`config.mk`:
```
export PLATFORM = sky130hd
export DESIGN_NAME = tpclk_gen
export DESIGN_NICKNAME = d
export VERILOG_FILES = /design/src/rtl/tpclk_pkg.sv /design/src/rtl/tpclk_sync.sv /design/src/rtl/tpclk_ring.sv /design/src/rtl/tpclk_gen.sv
export SDC_FILE = /design/constraint.sdc
export NUM_CORES = 1
export LEC_CHECK = 0
export BUFFER_PORTS_ARGS = -buffer_cell sky130_fd_sc_hd__buf_4
export CAP_MARGIN = 20
export CELL_PAD_IN_SITES_DETAIL_PLACEMENT = 0
export CELL_PAD_IN_SITES_GLOBAL_PLACEMENT = 1
export CORE_UTILIZATION = 30
export DETAILED_ROUTE_END_ITERATION = 8
export HOLD_SLACK_MARGIN = 0.08
export PLACE_DENSITY = 0.63
export SLEW_MARGIN = 25
export SYNTH_ARGS = -nofsm -noshare
export SYNTH_HDL_FRONTEND = slang
export SYNTH_SLANG_ARGS = --single-unit
```
`constraint.sdc`:
```
create_clock -name clk -period 1.6 [get_ports clk]
set_input_delay 0.32 -clock clk [delete_from_list [all_inputs] [get_ports clk]]
set_output_delay 0.32 -clock clk [all_outputs]
set_load 0.02 [all_outputs]
```
`src/rtl/tpclk_pkg.sv`:
```
package tpclk_pkg;

    localparam int RING_LEN = 5;

    typedef struct packed {
        logic                sleep;
        logic [RING_LEN-1:0] ring;
    } rise_state_t;

    typedef struct packed {
        logic ph2;
        logic ph3;
    } fall_state_t;

    // Sleep condition; false only for a=0, b=1, c=1
    function automatic logic sleep_cond(input logic a, input logic b, input logic c);
        return (a & b) | (~a & b & ~c) | ~b;
    endfunction

endpackage

```
`src/rtl/tpclk_sync.sv`:
```
module tpclk_sync #(
    parameter int          WIDTH     = 3,
    parameter int          DEPTH     = 2,
    parameter logic [WIDTH-1:0] RST_VAL = '0
) (
    input  logic             clk,
    input  logic             rst_n,
    input  logic [WIDTH-1:0] din,
    output logic [WIDTH-1:0] dout
);
    logic [DEPTH-1:0][WIDTH-1:0] chain_d;
    logic [DEPTH-1:0][WIDTH-1:0] chain_q;

    generate
        for (genvar i = 0; i < DEPTH; i++) begin : g_stage
            if (i == 0) begin : g_first
                always_comb chain_d[i] = din;
            end else begin : g_next
                always_comb chain_d[i] = chain_q[i-1];
            end
        end
    endgenerate

    always_ff @(posedge clk or negedge rst_n) begin
        if (!rst_n) chain_q <= {DEPTH{RST_VAL}};
        else        chain_q <= chain_d;
    end

    assign dout = chain_q[DEPTH-1];
endmodule

```
`src/rtl/tpclk_ring.sv`:
```
module tpclk_ring
    import tpclk_pkg::*;
(
    input  logic clk,
    input  logic rst_n,
    input  logic sleep_req,
    output logic ph1,
    output logic ph2,
    output logic ph3,
    output logic sleep_ack
);
    localparam int PH2_TAP = 1;
    localparam int PH3_TAP = RING_LEN - 2;
    localparam logic [RING_LEN-1:0] START = RING_LEN'(1);

    rise_state_t r_d, r_q;
    fall_state_t f_d, f_q;
    logic        ring_bad;

    always_comb begin
        r_d      = r_q;
        ring_bad = (r_q.ring == '0) || ((r_q.ring & (r_q.ring - 1'b1)) != '0);
        r_d.sleep = sleep_req;
        if (sleep_req)
            r_d.ring = '0;
        else if (ring_bad)
            r_d.ring = START;
        else
            r_d.ring = {r_q.ring[RING_LEN-2:0], r_q.ring[RING_LEN-1]};
        f_d.ph2 = r_q.ring[PH2_TAP];
        f_d.ph3 = r_q.ring[PH3_TAP];
    end

    always_ff @(posedge clk or negedge rst_n) begin
        if (!rst_n) r_q <= '0;
        else        r_q <= r_d;
    end

    always_ff @(negedge clk or negedge rst_n) begin
        if (!rst_n) f_q <= '0;
        else        f_q <= f_d;
    end

    assign ph1       = r_q.ring[0];
    assign ph2       = f_q.ph2;
    assign ph3       = f_q.ph3;
    assign sleep_ack = r_q.sleep;

    // non-overlap seen from both edges
    a_r4_no_overlap_rise: assert property (@(posedge clk) disable iff (!rst_n)
        $countones({ph1, ph2, ph3}) <= 1);
    a_r4_no_overlap_fall: assert property (@(negedge clk) disable iff (!rst_n)
        $countones({ph1, ph2, ph3}) <= 1);
    // phase one lasts a single master cycle
    a_r2_ph1_width: assert property (@(posedge clk) disable iff (!rst_n)
        ph1 |=> !ph1);
    // phase two follows phase one unless sleep cut in
    a_r3_order: assert property (@(posedge clk) disable iff (!rst_n)
        ($fell(ph1) && !sleep_ack) |-> ph2);
    // settled sleep keeps all phases low
    a_r7_sleep_quiet: assert property (@(posedge clk) disable iff (!rst_n)
        (sleep_ack && $past(sleep_ack)) |-> ({ph1, ph2, ph3} == 3'b000));
    // waking starts a full phase one
    a_r8_wake_ph1: assert property (@(posedge clk) disable iff (!rst_n)
        $fell(sleep_ack) |-> ph1);
endmodule

```
`src/rtl/tpclk_gen.sv`:
```
module tpclk_gen
    import tpclk_pkg::*;
#(
    parameter int SYNC_DEPTH = 2
) (
    input  logic clk,
    input  logic rst_n,
    input  logic ctl_a,
    input  logic ctl_b,
    input  logic ctl_c,
    output logic ph1,
    output logic ph2,
    output logic ph3,
    output logic sleep_ack
);
    // reset value a=0,b=1,c=1 keeps the block awake out of reset
    localparam logic [2:0] SYNC_RST = 3'b011;

    logic [2:0] ctl_s;
    logic       cond;

    tpclk_sync #(.WIDTH(3), .DEPTH(SYNC_DEPTH), .RST_VAL(SYNC_RST)) u_sync (
        .clk  (clk),
        .rst_n(rst_n),
        .din  ({ctl_a, ctl_b, ctl_c}),
        .dout (ctl_s)
    );

    always_comb cond = sleep_cond(ctl_s[2], ctl_s[1], ctl_s[0]);

    tpclk_ring u_ring (
        .clk      (clk),
        .rst_n    (rst_n),
        .sleep_req(cond),
        .ph1      (ph1),
        .ph2      (ph2),
        .ph3      (ph3),
        .sleep_ack(sleep_ack)
    );

    // reset holds every output low
    a_r1_reset_quiet: assert property (@(posedge clk)
        !rst_n |-> ({ph1, ph2, ph3, sleep_ack} == 4'b0000));
endmodule

```
==> flow_summary.toml <==
[outcome]
status = "finished with violations"
violations = "negative setup slack"

[yosys]
yosys_warnings = 0
seq_area_frac_synth = 0.755
yosys-top-cells-area = "dfrtp_1 (43%), dfstp_2 (22%), dfrtn_1 (11%), nand3b_4 (4.3%), or4b_1 (4.3%)"
syn-num-nets = 31
synth_top_area_frac = 0.426
avgSynthCellArea_sq_um = 18.1
ys_ff_latch = 14
synth_area_sq_um = 470
synth_cell_types = 13
synth_cells = 26
synth_largest_area_cell = "dfrtp_1"

[route]
vias = 266
antenna_left = 0
routed_wl_microns = 647
drtIter0Drc = 0
firstDrtPassIters = 1
post_drt_wl_per_cell_microns = 12.0
drc = 0
vias_per_cell = 4.93

[sta]
slew-limit-headroom = 0.848
grt_setup_unrepaired = "true"
slew_viol_final = 0
tightest_slew_ns = 0.225
fin_ws_ns = -0.320
tns_ns = -0.632
fin_skew_ns = 0.00816
hold_ws_ns = 0.153
finalHoldViolCount = 0
setup_violations = 2

[clock_tree]
cts_setup_buffers = 0
clk_latency_ns = 0.28
cts_tree = "built"
clockBufferDepth = 2
cts-root-buf = "clkbuf_4"
clk_pin_slew_worst_paths_ns = 0.07
cts_sinks = 14
cts_buffers = 3
cts-htree-levels = 1

[global_route]
grtUsageMet3 = 0.0652
grt_pass1_wl_mm = 1.19
antenna_found_initial = 0
grt_start_max_net_pins = 15
top_usage_layer = "met2"
globalRouteMet2Util = 0.150
overflow = 0
grt_pass1_vias = 279
grt_use_met1 = 0.105
gr-usage-all-layers = 0.0973

[place]
portBuffers = 8
dpl_worst_slack_ns = -0.0300
place.gp.congestion = 0.674
dp_hpwl_microns = 470
placed_area_sq_um = 549

[floorplanning]
die_w_microns = 41.6
num_io_pins = 9
initial_core_util = 0.340
fp.dieH_microns = 41.6
die_area_sq_um = 1730
row_count = 13
coreArea_sq_um = 1380

[setup_path]
critPathMaxStageDelay_ns = 0.41
critical_path_class = "flip-flop to output pin"
cpMaxStageDelayCell = "dfrtn_1"
critPathLaunchType = "flip-flop"
worst_ep_required_time_ns = 1.28
end_kind = "output pin"
critPathTopFamily = "flip-flops"
path_max_fanout = 1
arrival_ns = 1.60
path_buf_inv = 1
critical_path.cell_chain = "buf_6"

[worst_hold_path]
hold_class = "primary input to flip-flop"

[pwr]
pwr_density_cell_nw_per_um2 = 1070
p_leak_nw = 0.269
vdd_drop_max_mv = 0.656

[layout]
areaGrowthSynthToFinish_pct = 28.2
fin_util = 0.436
drive_above_1_share = 0.487
antenna_cells = 0
nFillCells = 127
fin_area_sq_um = 603
final_nets = 45

[flow_run]
max-cap-violations = 0
==> final timing paths <==
check / endpoint / slack [ns] / start / depth (start not counted)
worst min-delay path: u_sync.chain_d[3] / 0.15 / ctl_c / 1
max in group asynchronous: u_ring.ph2 / 0.30 / rst_n / 2
worst min register to register: u_sync.dout[2] / 0.35 / u_sync.chain_d[5] / 0
worst max register to register: u_ring.ph3 / 0.15 / u_ring.f_d[0] / 0
worst max-delay path: ph2 / -0.32 / u_ring.ph2 / 1
min in group asynchronous: u_ring.sleep_ack / 0.42 / rst_n / 2
==> through the flow <==
stage               power [mW]  cells
finish                   0.644     54
global route             0.681     54
CTS                      0.656     54
detailed placement       0.410     49
global placement         0.408     49
floorplan                0.390     26
==> sequential cells by signal, indices dropped and copies added (netlist names) <==
register,count
u_ring.f_d,2
u_ring.ph1,1
u_ring.ph2,1
u_ring.ph3,1
u_ring.r_q,2
u_ring.sleep_ack,1
u_sync.chain_d,3
u_sync.dout,3
==> cells in the mapped netlist <==
library cell and count:
nor4b_2 1, nor4b_1 2, o311ai_1 1, dfrtn_1 2, dfrtp_1 8, nor3_1 1
xnor2_1 1, dfstp_2 4, a21oi_1 1, nand3b_4 1, inv_1 1, or3_4 1
or4b_1 2
==> cell usage in the layout, fill, tap and decap left out, types with 2 or more instances in the layout <==
cell type  instances
clkbuf_4           3
nor4b_1            2
dfrtp_1            8
buf_6              2
dfrtn_1            2
buf_4              6
dfstp_2            4
or4b_1             2
==> logic make-up after synthesis <==
group / Yosys count / share of synthesized area
flip-flops: 14 / 0.755
AO/OA/AOI/OAI: 2 / 0.0292
XOR/XNOR: 1 / 0.0186
AND/OR/NAND/NOR: 8 / 0.189
buffers and inverters: 1 / 0.00797
==> layer usage <==
metal / up-vias / routed length [microns] / part of all wire
li1: 123 / - / -
met1: 130 / 278 / 0.43
met2: 13 / 306 / 0.47
met3: 0 / 61 / 0.094
met4: 0 / 0 / 0
met5: - / 0 / 0
==> what timing repair did <==
item                                   CTS  global route
hold buffers                             1             0
pin swaps                                0             0
setup endpoints to repair                2             2
gates resized for setup                  2             0
endpoints found under the hold margin    8             0
==> where the power goes <==
group	leakage, nW	total [mW]	switching [mW]	internal [mW]
combinational	0.0761	0.0300	0.0140	0.0160
sequential	0.172	0.374	0.00625	0.368
clock	0.0210	0.240	0.102	0.138
total	0.269	0.644	0.122	0.522
==> final cells by class <==
class | count | area (sq um) | share of cell area
clock buffers | 4 | 36.3 | 0.0602
well taps | 15 | 18.8 | 0.0311
repair buffers | 9 | 77.6 | 0.129
multi-input cells | 11 | 111 | 0.185
flip-flops and latches | 14 | 355 | 0.589
inverters | 1 | 3.75 | 0.00622
No activity file was read; power rests on OpenSTA's default activity.
